--- src/rtl/mac_slice_pkg.sv ---
package mac_slice_pkg;
  typedef struct packed {
    logic sgn;
    logic sub;
    logic load;
  } mac_ctrl_t;
  localparam int CTRL_W = 3;
endpackage

--- src/rtl/mac_stage.sv ---
module mac_stage #(
  parameter int W       = 8,
  parameter bit USE_REG = 1'b1
) (
  input  logic         clk,
  input  logic         ce,
  input  logic         rst,
  input  logic [W-1:0] d,
  output logic [W-1:0] q
);
  generate
    if (USE_REG) begin : g_reg
      logic [W-1:0] r;
      always_ff @(posedge clk) begin
        if (rst)     r <= '0;
        else if (ce) r <= d;
      end
      assign q = r;
    end else begin : g_wire
      assign q = d;
    end
  endgenerate
endmodule

--- src/rtl/mac_operand_reg.sv ---
module mac_operand_reg #(
  parameter int W       = 18,
  parameter bit USE_REG = 1'b1
) (
  input  logic         clk,
  input  logic         ce,
  input  logic         rst,
  input  logic         shift_sel,
  input  logic [W-1:0] par_in,
  input  logic [W-1:0] shift_in,
  output logic [W-1:0] q,
  output logic [W-1:0] shift_out
);
  logic [W-1:0] sel_val;
  assign sel_val = shift_sel ? shift_in : par_in;

  generate
    if (USE_REG) begin : g_reg
      logic [W-1:0] r;
      always_ff @(posedge clk) begin
        if (rst)     r <= '0;
        else if (ce) r <= sel_val;
      end
      assign q = r;


      shift_load_chk: assert property (@(posedge clk) disable iff (rst)
        ce |=> (shift_out == $past(sel_val)));
    end else begin : g_wire
      assign q = sel_val;
    end
  endgenerate

  assign shift_out = q;
endmodule

--- src/rtl/mac_mult.sv ---
module mac_mult #(
  parameter int AW = 18,
  parameter int BW = 18,
  localparam int PW = AW + BW
) (
  input  logic [AW-1:0] a,
  input  logic [BW-1:0] b,
  input  logic          sgn,
  output logic [PW-1:0] prod
);
  function automatic logic [PW-1:0] mul_fn(input logic [AW-1:0] x,
                                           input logic [BW-1:0] y,
                                           input logic          s);
    logic signed [AW:0]   xe;
    logic signed [BW:0]   ye;
    logic signed [PW+1:0] full;
    xe   = {s & x[AW-1], x};
    ye   = {s & y[BW-1], y};
    full = xe * ye;
    return full[PW-1:0];
  endfunction

  assign prod = mul_fn(a, b, sgn);
endmodule

--- src/rtl/mac_accum.sv ---
module mac_accum
  import mac_slice_pkg::*;
#(
  parameter int PW    = 36,
  parameter int GUARD = 16,
  localparam int ACCW = PW + GUARD
) (
  input  logic            clk,
  input  logic            ce,
  input  logic            rst,
  input  logic [PW-1:0]   prod,
  input  mac_ctrl_t       ctrl,
  output logic [ACCW-1:0] acc,
  output logic            ovf
);
  function automatic logic [ACCW-1:0] extend_fn(input logic [PW-1:0] p,
                                                input logic          s);
    return s ? {{GUARD{p[PW-1]}}, p} : {{GUARD{1'b0}}, p};
  endfunction

  // returns {overflow, result}
  function automatic logic [ACCW:0] step_fn(input logic [ACCW-1:0] old,
                                            input logic [ACCW-1:0] ext,
                                            input logic            s,
                                            input logic            sb);
    logic [ACCW:0] sum;
    logic          s_ov;
    sum  = sb ? ({1'b0, old} - {1'b0, ext}) : ({1'b0, old} + {1'b0, ext});
    s_ov = (old[ACCW-1] == (ext[ACCW-1] ^ sb)) && (sum[ACCW-1] != old[ACCW-1]);
    return {s ? s_ov : sum[ACCW], sum[ACCW-1:0]};
  endfunction

  logic [ACCW-1:0] acc_q;
  logic            ovf_q;
  logic [ACCW-1:0] ext_prod;
  logic [ACCW:0]   step_w;
  logic [ACCW-1:0] step_acc;
  logic            step_ovf;
  logic            acc_en;

  assign ext_prod = extend_fn(prod, ctrl.sgn);
  assign step_w   = step_fn(acc_q, ext_prod, ctrl.sgn, ctrl.sub);
  assign step_acc = step_w[ACCW-1:0];
  assign step_ovf = step_w[ACCW];
  assign acc_en   = ce;

  always_ff @(posedge clk) begin
    if (rst) begin
      acc_q <= '0;
      ovf_q <= 1'b0;
    end else if (acc_en) begin
      if (ctrl.load) begin
        acc_q <= ext_prod;
        ovf_q <= 1'b0;
      end else begin
        acc_q <= step_acc;
        ovf_q <= step_ovf;
      end
    end
  end

  assign acc = acc_q;
  assign ovf = ovf_q;


  load_clr_chk: assert property (@(posedge clk) disable iff (rst)
    (acc_en && ctrl.load) |=> (!ovf_q && acc_q == $past(ext_prod)));


  uns_add_carry_chk: assert property (@(posedge clk) disable iff (rst)
    (acc_en && !ctrl.load && !ctrl.sgn && !ctrl.sub) |=> (ovf_q == (acc_q < $past(acc_q))));


  uns_sub_borrow_chk: assert property (@(posedge clk) disable iff (rst)
    (acc_en && !ctrl.load && !ctrl.sgn && ctrl.sub) |=> (ovf_q == (acc_q > $past(acc_q))));


  acc_hold_chk: assert property (@(posedge clk) disable iff (rst)
    !acc_en |=> ($stable(acc_q) && $stable(ovf_q)));


  acc_reset_chk: assert property (@(posedge clk)
    rst |=> (acc_q == '0 && !ovf_q));
endmodule

--- src/rtl/mac_slice.sv ---
module mac_slice
  import mac_slice_pkg::*;
#(
  parameter int AW       = 18,
  parameter int BW       = 18,
  parameter int GUARD    = 16,
  parameter bit IN_REG   = 1'b1,
  parameter bit PIPE_REG = 1'b1,
  localparam int PW      = AW + BW,
  localparam int ACCW    = PW + GUARD
) (
  input  logic            clk,
  input  logic            ce_in,
  input  logic            rst_in,
  input  logic            ce_pipe,
  input  logic            rst_pipe,
  input  logic            ce_acc,
  input  logic            rst_acc,
  input  logic [AW-1:0]   a_data,
  input  logic            a_shift_sel,
  input  logic [AW-1:0]   a_shift_in,
  output logic [AW-1:0]   a_shift_out,
  input  logic [BW-1:0]   b_data,
  input  logic            b_shift_sel,
  input  logic [BW-1:0]   b_shift_in,
  output logic [BW-1:0]   b_shift_out,
  input  logic            sgn_mode,
  input  logic            sub_mode,
  input  logic            load_mode,
  output logic [ACCW-1:0] acc_out,
  output logic            ovf_out
);
  localparam int PIPE_W = PW + CTRL_W;

  mac_ctrl_t        ctrl_in, ctrl_s1, ctrl_s2;
  logic [AW-1:0]    a_s1;
  logic [BW-1:0]    b_s1;
  logic [PW-1:0]    prod_s1, prod_s2;
  logic [PIPE_W-1:0] pipe_d, pipe_q;

  assign ctrl_in = '{sgn: sgn_mode, sub: sub_mode, load: load_mode};

  mac_operand_reg #(.W(AW), .USE_REG(IN_REG)) u_opa (
    .clk(clk), .ce(ce_in), .rst(rst_in), .shift_sel(a_shift_sel),
    .par_in(a_data), .shift_in(a_shift_in), .q(a_s1), .shift_out(a_shift_out));

  mac_operand_reg #(.W(BW), .USE_REG(IN_REG)) u_opb (
    .clk(clk), .ce(ce_in), .rst(rst_in), .shift_sel(b_shift_sel),
    .par_in(b_data), .shift_in(b_shift_in), .q(b_s1), .shift_out(b_shift_out));

  mac_stage #(.W(CTRL_W), .USE_REG(IN_REG)) u_ctrl_in (
    .clk(clk), .ce(ce_in), .rst(rst_in), .d(ctrl_in), .q(ctrl_s1));

  mac_mult #(.AW(AW), .BW(BW)) u_mult (
    .a(a_s1), .b(b_s1), .sgn(ctrl_s1.sgn), .prod(prod_s1));

  assign pipe_d = {prod_s1, ctrl_s1};

  mac_stage #(.W(PIPE_W), .USE_REG(PIPE_REG)) u_pipe (
    .clk(clk), .ce(ce_pipe), .rst(rst_pipe), .d(pipe_d), .q(pipe_q));

  assign prod_s2 = pipe_q[PIPE_W-1:CTRL_W];
  assign ctrl_s2 = pipe_q[CTRL_W-1:0];

  mac_accum #(.PW(PW), .GUARD(GUARD)) u_acc (
    .clk(clk), .ce(ce_acc), .rst(rst_acc), .prod(prod_s2), .ctrl(ctrl_s2),
    .acc(acc_out), .ovf(ovf_out));
endmodule

--- config.mk ---
export PLATFORM = sky130hd
export DESIGN_NAME = mac_slice
export DESIGN_NICKNAME = d
export VERILOG_FILES = /design/src/rtl/mac_slice_pkg.sv /design/src/rtl/mac_stage.sv /design/src/rtl/mac_operand_reg.sv /design/src/rtl/mac_mult.sv /design/src/rtl/mac_accum.sv /design/src/rtl/mac_slice.sv
export SDC_FILE = /design/constraint.sdc
export NUM_CORES = 1
export LEC_CHECK = 0
export BUFFER_PORTS_ARGS = -buffer_cell sky130_fd_sc_hd__buf_2
export CORE_MARGIN = 2
export CORE_UTILIZATION = 50
export DETAILED_ROUTE_END_ITERATION = 6
export PLACE_DENSITY = 0.8
export SYNTH_ARGS = -nofsm -noshare
export SYNTH_HDL_FRONTEND = slang
export SYNTH_SLANG_ARGS = --single-unit
--- constraint.sdc ---
create_clock -name clk -period 7 [get_ports clk]
set_input_delay 1.4 -clock clk [delete_from_list [all_inputs] [get_ports clk]]
set_output_delay 1.4 -clock clk [all_outputs]
set_load 0.05 [all_outputs]
==> metrics.cfg, run 1 <==
[route]
routed_wl_um=57800
drtPass1Iterations=6
num_vias=18011
drt_iter0_markers=1404
drc=0
wire_per_inst_um=17.8
antenna_left=0
vias_per_cell=5.55

[final_layout]
fill_cells=3756
antenna_cells=0
drive_gt1_frac=0.124
finalNetCount=3250
syn_to_final_growth_pct=10.6
final_cell_area_um2=24100

[synthesis]
yosys_warnings=0
yosysSeqAreaShare=0.120
ys_top_cells_by_area=fa_1 (33%), dfxtp_1 (12%), ha_1 (9.3%), inv_1 (6.6%), nand2_1 (4.7%)
synth_edf_count=0
synth_ff_type=dfxtp_1
synthDistinctLibCells=71
syn-mean-instance-area_um2=8.62
ys_ff_latch=131
synth_top_area_frac=0.327
ys_async_sr_fraction=0
synth_area_um2=21800
syn_nets=3128
yosys.area.top_type=fa_1
synth_cells=2527

[place]
postPlaceCellArea_um2=23400
dp_hpwl_um=46700
routabilityCongestion=0.946
portBuffers=172

[global_routing]
grt_antenna_before_repair=0
grt_max_degree=76
grt_pass1_wl_um=93200
grt_pass1_vias=18521
overflow=0
met1_usage=0.337
grt_util_met2=0.443
top_usage_layer=met2
use_met3=0.0543
grt_usage=0.262

[clock_tree]
ctsLongestPathBuffers=2
clk_latency_ps=480
clock-sinks=131
cts_made_buffers=17
cts_hold_buf=0
htreeDepth=4
cts_tree=yes
clkTransAtPathRegs_ps=70
clockRootBuffer=clkbuf_16

[timing]
slew_viol_final=0
final.period_utilization=0.980
setup_violations=0
worst_slew_pin_slew_ps=1070
hold_viol_final=0
skew_ps=21.7
setup-tns-final_ps=0
rsz0062_at_grt=yes
slew_headroom=0.277
fmax_mhz=146
fin_crit_ps=6860

[setup_path]
r2r_end=u_pipe.q[38]
reg2reg_depth=21
endpoint_kind=register
crit_path_max_fanout=8
path_class=register to register
startpoint=u_ctrl_in.q[2]
worst_ep_arrival_time_ps=7240
rrSetupSlack_ps=140
start_kind=register
endpoint=u_pipe.q[38]
required_ps=7390
timing.rr.start=u_ctrl_in.q[2]

[min_path]
min_from=u_acc.ovf
hp-class=register to register

[floorplanning]
die-width_um=213
start_util=0.505
die_h_um=213
die_area_um2=45200
pin_count=173
rows=76
core_area_um2=43100

[run]
drv_cap=0

[power]
ir_drop_mv=0.225
cellLeakagePower_nw=12.0
p_per_area_nw_per_um2=242

[run_status]
outcome=finished, final reports clean

==> stage by stage <==
step	worst slack [ps]	hold WS, ps	power (mW)	util	instances
3_5_place_dp	-49.2	484	4.84	0.544	3214
6_report	142	492	5.83	0.559	3246
5_1_grt	-77.8	520	6.31	0.559	3246
3_3_place_gp	65.2	470	4.71	0.544	3214
4_1_cts	0.976	494	5.80	0.558	3245
2_1_floorplan	4.49	460	3.95	-	2527
==> cell usage after synthesis, types with 60 or more instances <==
| master | n |
|---|---|
| inv_1 | 381 |
| fa_1 | 356 |
| nand2_1 | 270 |
| nor2_1 | 186 |
| ha_1 | 161 |
| and2_1 | 159 |
| clkbuf_1 | 131 |
| dfxtp_1 | 131 |
| a21oi_1 | 128 |
| xnor2_1 | 90 |
| mux2i_1 | 77 |
| o21ai_0 | 70 |
| a211oi_1 | 60 |
==> layout make-up <==
class	instances	area (um^2)	area share
clock buffers	18	450	0.0187
clock inverters	13	138	0.00572
inverters	382	1430	0.0595
multi-input cells	1874	17200	0.716
flip-flops and latches	131	2680	0.111
well taps	585	732	0.0304
repair buffers	243	1420	0.0589
==> how the worst min path moves through the flow <==
stage | slack [ps] | cells past startpoint | to
after floorplan | 460 | 2 | u_ctrl_in.q[0]
after global placement | 470 | 2 | u_acc.ovf
after detailed placement | 480 | 2 | u_acc.ovf
after CTS | 490 | 2 | u_acc.ovf
after global routing | 520 | 2 | u_acc.ovf
final | 490 | 2 | u_acc.ovf
==> critical path, stage by stage (launching register included) <==
cell,delay (ps)
dfxtp_2,370
buf_4,190
and2_2,240
nand2_1,180
fa_2,650
buf_4,130
fa_1,470
fa_2,650
inv_1,140
fa_1,480
fa_1,570
fa_1,430
ha_1,290
ha_1,220
or3_1,380
a311oi_2,340
o311ai_2,130
a21o_1,200
a21o_1,200
a31oi_1,200
xnor2_1,110
a211oi_2,210
==> report_power, final <==
| part | internal (mW) | switching, mW |
|---|---|---|
| Sequential | 0.891 | 0.223 |
| Clock | 0.519 | 0.416 |
| Combinational | 1.51 | 2.27 |
| Total | 2.92 | 2.90 |
==> layout by cell type, fill, tap and decap left out, drive strengths merged, types with 7 or more instances in the layout <==
cell / n
and3: 19
buf: 243
or3: 12
and2: 159
dfxtp: 131
a211o: 7
a211oi: 64
inv: 388
nor2: 186
o211ai: 35
nor3: 21
xnor2: 90
ha: 161
clkbuf: 18
a31oi: 10
o21a: 9
o21bai: 12
or2: 9
a21oi: 130
xor2: 27
fa: 356
nand2b: 14
o21ai: 72
mux2i: 77
nand2: 270
a21boi: 7
a21o: 31
nand3: 21
==> registers in the layout (all words and copies together) (netlist names) <==
name and cells:
u_acc.acc 52, u_opa.q 18, u_ctrl_in.q 3, u_opb.q 18, u_acc.ovf 1, u_pipe.q 39
==> logic make-up (layout without fill, tap and decap cells) <==
kind of cell / after synthesis / after routing / synth area share
mux: 77 / 77 / 0.0354
buf+inv: 522 / 656 / 0.0900
simple gates: 746 / 746 / 0.162
compound gates: 417 / 417 / 0.125
flops: 131 / 131 / 0.120
fa+ha+maj: 517 / 517 / 0.420
xor+xnor: 117 / 117 / 0.0471
==> timing repair <==
item | 4_1_cts | 5_1_grt
endpoints found under the setup margin | 1 | 7
pin swaps | 0 | 5
setup buffers | 0 | 1
resized for setup | 6 | 18
==> metal layers <==
metal,up-vias,routed length [um],part of all wire
li1,8351,-,-
met1,8904,24300,0.42
met2,635,28200,0.49
met3,121,3900,0.067
met4,0,1490,0.026
met5,-,0,0
(Power assumes the default switching activity.)
==> run 2: changes to the inputs <==
--- a/config.mk
+++ b/config.mk
@@ -6,8 +6,9 @@
 export NUM_CORES = 1
 export LEC_CHECK = 0
 export BUFFER_PORTS_ARGS = -buffer_cell sky130_fd_sc_hd__buf_2
-export CORE_MARGIN = 2
+export CORE_MARGIN = 3
 export CORE_UTILIZATION = 50
+export CTS_BUF_LIST = sky130_fd_sc_hd__clkbuf_16
 export DETAILED_ROUTE_END_ITERATION = 6
 export PLACE_DENSITY = 0.8
 export SYNTH_ARGS = -nofsm -noshare
==> constraint.sdc (replaced) <==
create_clock -name clk -period 7 [get_ports clk]
set_input_delay 1.4 -clock clk [delete_from_list [all_inputs] [get_ports clk]]
set_output_delay 1.4 -clock clk [all_outputs]
set_load 0.005 [all_outputs]
==> metrics.cfg, run 2 (synthesized netlist as in run 1, its figures left out) <==
[place]
routabilityCongestion=0.948
portBuffers=172
postPlaceCellArea_um2=23500
dp_hpwl_um=46900
pre_cts_ws_ps=-51.2

[timing]
final.period_utilization=0.973
slew_headroom=0.188
fmax_mhz=147
hold_viol_final=0
fin_crit_ps=6810
setup_violations=0
setup-tns-final_ps=0
worst_slew_pin_slew_ps=1220
skew_ps=23.0
slew_viol_final=0
setup_slack_ps=189

[floorplanning]
pin_count=173
die_area_um2=46100
start_util=0.512
die-width_um=215
core_area_um2=42500
rows=75
die_h_um=215

[final_layout]
final_common_cell=inv_1
antenna_cells=0
syn_to_final_growth_pct=11.1
mostFrequentLayoutCells=inv_1 (383), fa_1 (354), nand2_1 (269)
drive_gt1_frac=0.126
final_cell_area_um2=24200
largest_reg_flops=52
fill_cells=3740
finalNetCount=3266
final_util=0.569

[clock_tree]
cts_made_buffers=17
htreeDepth=4
clock-sinks=131
clockRootBuffer=clkbuf_16
clk_latency_ps=480
cts_tree=yes
ctsLongestPathBuffers=2
clkTransAtPathRegs_ps=60

[global_routing]
grt_pass1_wl_um=94800
grt_pass1_vias=18630
grt_usage=0.253
overflow=0
grt_antenna_before_repair=0
grt_max_degree=76

[setup_path]
crit_path_max_fanout=3
critPathBufInv=5
start_kind=register
critPathTopFamily=adder cells
slowest_stage=fa_1
path_class=register to register
max_stage_delay_ps=560
required_ps=7290
endpoint_kind=register
cpMostUsedCell=fa_1
worst_ep_arrival_time_ps=7100

[route]
wire_per_inst_um=17.7
drtPass1Iterations=7
drt_iter0_markers=1414
antenna_left=0
routed_wl_um=57700
drc=0
num_vias=17939
vias_per_cell=5.51

[power]
clockPowerShare=0.175
cellLeakagePower_nw=12.1
power_frac_seq=0.199
ir_drop_mv=0.171
sw_frac_of_total=0.460
p_per_area_nw_per_um2=231
switching_power_mw=2.57
pwr-share-comb=0.627
p_int_mw=3.02
finalPower_mw=5.59

[run_status]
outcome=finished, final reports clean

[run]
drv_cap=0

[min_path]
hp-class=register to register

-- run 2: changes by cell type in the layout (fill, tap and decap cells not counted), sizes merged --
cell,delta
clkinvlp,+3
buf,+16
clkbuf,-1
bufinv,+3
inv,-3
clkinv,-2
-- run 2: per-layer routing --
layer / vias to the layer above / track usage / wire, um
met5: - / 0 / 0
met4: 0 / 0.0796 / 1460
met3: 107 / 0.0448 / 3790
met2: 631 / 0.421 / 27800
met1: 8825 / 0.337 / 24600
li1: 8376 / - / -
-- run 2: what timing repair did --
action	4_1_cts	5_1_grt
buffers inserted	0	2
hold buffers	0	0
endpoints found under the setup margin	1	6
resized for setup	3	31
pin swaps	1	5
-- run 2: final timing paths --
kind / from / to / slack [ps] / depth (start not counted)
max: u_opa.q[14] / u_pipe.q[38] / 190 / 25
max reg2reg: u_opa.q[14] / u_pipe.q[38] / 190 / 25
min: u_pipe.q[1] / u_pipe.q[1] / 500 / 2
min reg2reg: u_pipe.q[1] / u_pipe.q[1] / 500 / 2
-- run 2: worst reg2reg max path: cells and delay by family (launching register included) --
kind	cells	cell delay, ps
AO/OA/AOI/OAI	8	1660
XOR/XNOR	1	160
adder cells (fa/ha/maj)	8	3880
buffers and inverters	5	270
flip-flops	1	370
AND/OR/NAND/NOR	3	290
-- run 2: power groups by stage --
stage	Sequential, mW	Clock [mW]	Combinational (mW)
after floorplan	1.03	0	2.62
after global placement	1.11	0	3.33
after detailed placement	1.12	0	3.43
after CTS	1.10	0.989	3.46
after global routing	1.13	1.02	3.96
final	1.11	0.976	3.50
-- run 2: through the flow --
stage / hold slack (ps) / std cells
2_1_floorplan: 460 / 2527
3_3_place_gp: 473 / 3221
3_5_place_dp: 491 / 3221
4_1_cts: 504 / 3252
5_1_grt: 548 / 3254
6_report: 501 / 3254
-- run 2: cell type report --
cell class | count | area [um^2] | area share
sequential | 131 | 2640 | 0.109
clock inverter | 14 | 188 | 0.00776
inverter | 382 | 1430 | 0.0593
multi-input combinational | 1874 | 17200 | 0.713
tap | 577 | 722 | 0.0298
clock buffer | 17 | 425 | 0.0176
timing repair buffer | 259 | 1530 | 0.0634
